`src/rtl/packUnitPkg.sv`:
```
package packUnitPkg;
  typedef enum logic [1:0] {
    MODE_HALF = 2'b00,
    MODE_BYTE = 2'b01,
    MODE_WORD = 2'b10,
    MODE_RSVD = 2'b11
  } packMode_e;

  typedef struct packed {
    logic fire;
    logic selHalf;
    logic selByte;
    logic selWord;
    logic zeroB;
  } packCtrl_t;
endpackage

```
`src/rtl/packCtrl.sv`:
```
module packCtrl
  import packUnitPkg::*;
#(
  parameter int XLEN = 64
) (
  input  logic      clk,
  input  logic      rstN,
  input  logic      inValid,
  input  logic [1:0] mode,
  input  logic [4:0] opBIdx,
  output packCtrl_t ctrl,
  output logic      outValid,
  output logic      isZext
);
  localparam bit HasWord = (XLEN >= 64);
  localparam bit HasZext = (XLEN == 32);

  logic legal;
  logic zextDec;

  always_comb begin
    legal = 1'b0;
    case (packMode_e'(mode))
      MODE_HALF: legal = 1'b1;
      MODE_BYTE: legal = 1'b1;
      MODE_WORD: legal = HasWord;
      default:   legal = 1'b0;
    endcase
    ctrl.fire    = inValid && legal;
    ctrl.selHalf = (packMode_e'(mode) == MODE_HALF);
    ctrl.selByte = (packMode_e'(mode) == MODE_BYTE);
    ctrl.selWord = (packMode_e'(mode) == MODE_WORD) && HasWord;
    ctrl.zeroB   = (opBIdx == 5'd0);
    zextDec      = HasZext && ctrl.selHalf && ctrl.zeroB;
  end

  always_ff @(posedge clk) begin
    if (!rstN) begin
      outValid <= 1'b0;
      isZext   <= 1'b0;
    end else begin
      outValid <= ctrl.fire;
      isZext   <= ctrl.fire && zextDec;
    end
  end
endmodule

```
`src/rtl/packDatapath.sv`:
```
module packDatapath
  import packUnitPkg::*;
#(
  parameter int XLEN = 64
) (
  input  logic            clk,
  input  logic            rstN,
  input  packCtrl_t       ctrl,
  input  logic [XLEN-1:0] opA,
  input  logic [XLEN-1:0] opB,
  output logic [XLEN-1:0] result
);
  localparam int Half = XLEN / 2;

  logic [XLEN-1:0] opBEff;
  logic [XLEN-1:0] halfRes;
  logic [XLEN-1:0] byteRes;
  logic [XLEN-1:0] wordRes;
  logic [XLEN-1:0] nextRes;
  logic [31:0]     wordLow;

  assign opBEff  = ctrl.zeroB ? '0 : opB;
  assign halfRes = {opBEff[Half-1:0], opA[Half-1:0]};
  assign wordLow = {opBEff[15:0], opA[15:0]};

  always_comb begin
    byteRes       = '0;
    byteRes[15:0] = {opBEff[7:0], opA[7:0]};
  end

  generate
    if (XLEN >= 64) begin : gWide
      assign wordRes = {{(XLEN-32){wordLow[31]}}, wordLow};
    end else begin : gNarrow
      assign wordRes = '0;
    end
  endgenerate

  always_comb begin
    nextRes = halfRes;
    if (ctrl.selByte)      nextRes = byteRes;
    else if (ctrl.selWord) nextRes = wordRes;
  end

  always_ff @(posedge clk) begin
    if (!rstN)          result <= '0;
    else if (ctrl.fire) result <= nextRes;
  end
endmodule

```
`src/rtl/packUnit.sv`:
```
module packUnit
  import packUnitPkg::*;
#(
  parameter int XLEN = 64
) (
  input  logic            clk,
  input  logic            rstN,
  input  logic            inValid,
  input  logic [1:0]      mode,
  input  logic [XLEN-1:0] opA,
  input  logic [XLEN-1:0] opB,
  input  logic [4:0]      opBIdx,
  output logic            outValid,
  output logic            isZext,
  output logic [XLEN-1:0] result
);
  packCtrl_t ctrl;

  packCtrl #(.XLEN(XLEN)) uCtrl (
    .clk(clk), .rstN(rstN), .inValid(inValid), .mode(mode),
    .opBIdx(opBIdx), .ctrl(ctrl), .outValid(outValid), .isZext(isZext)
  );

  packDatapath #(.XLEN(XLEN)) uDp (
    .clk(clk), .rstN(rstN), .ctrl(ctrl), .opA(opA), .opB(opB),
    .result(result)
  );
endmodule

```
`config.mk`:
```
export PLATFORM = sky130hd
export DESIGN_NAME = packUnit
export DESIGN_NICKNAME = d
export VERILOG_FILES = /design/src/rtl/packUnitPkg.sv /design/src/rtl/packCtrl.sv /design/src/rtl/packDatapath.sv /design/src/rtl/packUnit.sv
export SDC_FILE = /design/constraint.sdc
export NUM_CORES = 1
export LEC_CHECK = 0
export ABC_AREA = 1
export BUFFER_PORTS_ARGS = -buffer_cell sky130_fd_sc_hd__buf_4
export CORE_MARGIN = 2
export CORE_UTILIZATION = 37
export DETAILED_ROUTE_END_ITERATION = 6
export GPL_ROUTABILITY_DRIVEN = 0
export GPL_TIMING_DRIVEN = 0
export PLACE_DENSITY = 0.77
export SLEW_MARGIN = 20
export SYNTH_ARGS = -nofsm -noshare
export SYNTH_HDL_FRONTEND = slang
export SYNTH_SLANG_ARGS = --single-unit
```
`constraint.sdc`:
```
create_clock -name clk -period 0.95 [get_ports clk]
set_input_delay 0 -clock clk [delete_from_list [all_inputs] [get_ports clk]]
set_output_delay 0 -clock clk [all_outputs]
set_load 0.1 [all_outputs]
```
==> impl_metrics.yaml <==
timing:
  setup_viol: 0
  fin_skew_ns: 0
  finalCritPeriodShare_pct: 97.4
  period_needed_ns: 0.925
  finalHoldViolations: 1
  slew_violations: 0
  fmax_ghz: 1.08
  whs_ns: -0.0377
  rsz0062_at_grt: "false"
drt:
  vias: 3282
  drt_iter0_drc: 125
  wl_met3_um: 604
  drtPass1Iterations: 4
  routed.top_layer: "met4"
  wl_per_cell_um: 13.7
  route.met2.wl_mm: 4.82
  drt-met1-wl_mm: 4.00
  drc: 0
  routed_wl_mm: 9.55
  vias_per_cell: 4.72
  antenna_left: 0
clock_tree:
  cts_tree: "built"
  cts.sink_count: 65
  htree_levels: 3
  clock_latency_ns: 0.34
  root_buffer: "clkbuf_8"
  cts_hold_buf: 23
  cts_buffer_depth: 2
  clk_pin_slew_worst_paths_ns: 0.08
  cts_buffers: 9
final_layout:
  n_fill_cell: 667
  antenna_cells: 0
  area_growth_syn_to_layout_pct: 70.1
  drive_gt1_share_pct: 41.3
  instances_no_fill: 695
  layout.nets: 729
critical_path:
  max_stage_delay_ns: 0.35
  r2r_cells: 2
  cp.depth: 1
  worstPathMaxFanout: 2
  setup.worst_path.start_class: "flip-flop"
  crit_chain: "buf_6"
  crit_family: "flip-flops"
  critical_path_required_ns: 0.95
  cp_data_arrival_time_ns: 0.92
  cp-end-kind: "output port"
  critPathKind: "reg -> out"
  crit_buf_inv: 1
  slowest_stage: "dfxtp_2"
run_status:
  outcome: "complete, but fails checks"
  violations: "negative hold slack"
job:
  cap_violations: 0
power_and_ir_drop:
  power.internal_mw: 5.08
  leakagePower_nw: 2.27
  p_sw_mw: 3.24
  switching_share_pct: 39.0
  p_clk_share_pct: 27.3
  total_power_mw: 8.32
  vdd_drop_max_uv: 795
  power_density_mw_per_mm2: 1740
  p_comb_share_pct: 35.4
  pwr-share-seq_pct: 37.2
global_route:
  grt_max_degree: 12
  grt_pass1_wl_mm: 15.5
  antenna_found_initial: 0
  overflow: 0
  grt_use_total_pct: 23.6
  grt_pass1_vias: 3254
synth:
  ys_seq_area_share_pct: 46.2
  yosys_warnings: 0
  yosysUniqueCellTypes: 21
  syn_inst: 419
  ys_ff_latch: 65
  syn-cell-area_mm2: 0.00281
  syn-num-nets: 557
  synth_top_cell_area_share_pct: 46.2
  synth.area.top_cells: "dfxtp_1 46%, nand2_1 24%, a21oi_1 9.8%"
  synth_top_cell_by_area: "dfxtp_1"
  syn_area_per_cell_um2: 6.72
placed_design:
  place_hpwl_mm: 6.79
  io_buffers: 137
  dp.cells: 655
floorplan:
  coreArea_mm2: 0.00729
  io_pins: 204
  start_util_pct: 38.6
  dieArea_mm2: 0.00832
  die-height_um: 91.2
  rows: 31
  die_w_um: 91.2
worst_hold_path:
  worstHoldPathType: "in -> reg"
  min_path_cells: 3
==> kinds of logic after synthesis <==
kind of cell / count (synthesis) / synth area share, %
buf+inv: 35 / 6.09
other cells: 1 / 0.133
simple gates: 239 / 33.5
compound gates: 79 / 14.1
flops: 65 / 46.2
==> cell usage in the layout (no fill, tap or decap), types with 8 or more instances in the layout <==
cell / n
nand2_1: 179
buf_4: 74
buf_6: 67
dfxtp_2: 56
a21oi_1: 55
nor2_1: 47
o21ai_0: 24
dlygate4sd3_1: 23
clkbuf_1: 11
clkbuf_8: 11
buf_2: 9
dfxtp_4: 8
==> worst reg2reg max path, delay by kind of cell (launching register included) <==
family	cells	cell delay, ns
AO/OA/AOI/OAI	2	0.29
flip-flops	1	0.34
==> cell usage after synthesis <==
cell type / n
buf_2: 11
dfxtp_1: 65
nand3_2: 1
nand3b_1: 1
nand2_2: 2
o21ai_0: 24
buf_6: 3
inv_1: 4
or2_2: 1
buf_1: 1
inv_2: 2
nand2_1: 181
conb_1: 1
buf_4: 1
nand3_1: 2
nor2_4: 2
clkbuf_1: 13
nand4_1: 1
a21oi_1: 55
nor2_1: 47
nand2_4: 1
==> layout make-up <==
type	count	area, um2	share of cell area, %
buffer	29	163	3.40
sequential	65	1400	29.3
timing repair buffer	161	1520	31.7
tap	99	124	2.59
inverter	6	25.0	0.523
multi-input combinational	319	1360	28.4
clock buffer	14	184	3.84
clock inverter	2	10.0	0.209
==> state kept, by name, summed over array words and instances, names as in the netlist <==
signal and flops:
uDp.result 64, uCtrl.outValid 1
==> power by group through the flow <==
stage	combinational, mW	clock, mW	sequential (mW)
3_3_place_gp	2.71	0	3.11
3_5_place_dp	2.73	0	3.11
2_1_floorplan	0.603	0	4.53
6_report	2.95	2.28	3.10
4_1_cts	2.94	2.31	3.09
5_1_grt	3.10	2.43	3.12
==> path summary, 6_finish.rpt <==
path / startpoint / end / slack [ns]
worst min-delay path: opB[15] / uDp.result[47] / -0.04
worst max register to register: uDp.result[8] / uDp.result[8] / 0.18
worst min register to register: uDp.result[32] / uDp.result[32] / 0.47
worst max-delay path: uDp.result[10] / result[10] / 0.03
==> metal layers <==
layer	track usage (%)	vias up
li1	-	1662
met1	27.3	1491
met2	42.0	116
met3	5.56	13
met4	8.84	0
met5	0	-
==> stage by stage <==
step | TNS, ns | instance area (um2) | utilization [%] | hold WS (ns) | setup slack [ns]
2_1_floorplan | -0.0308 | 2940 | - | 0.128 | -0.0308
3_3_place_gp | -14.02 | 4100 | 56.2 | 0.252 | -0.357
3_5_place_dp | -14.96 | 4100 | 56.2 | 0.260 | -0.399
4_1_cts | 0 | 4760 | 65.3 | -0.0409 | 0.0238
5_1_grt | 0 | 4790 | 65.6 | -0.0254 | 0.00387
6_report | 0 | 4790 | 65.6 | -0.0377 | 0.0251
==> repair_timing <==
action                                  4_1_cts  5_1_grt
endpoints found under the hold margin        23        1
buffers inserted                              0        1
endpoints found under the setup margin       68       24
resized for setup                            66        9
pin swaps                                     0        1
Power figures use the tool's default switching activity.
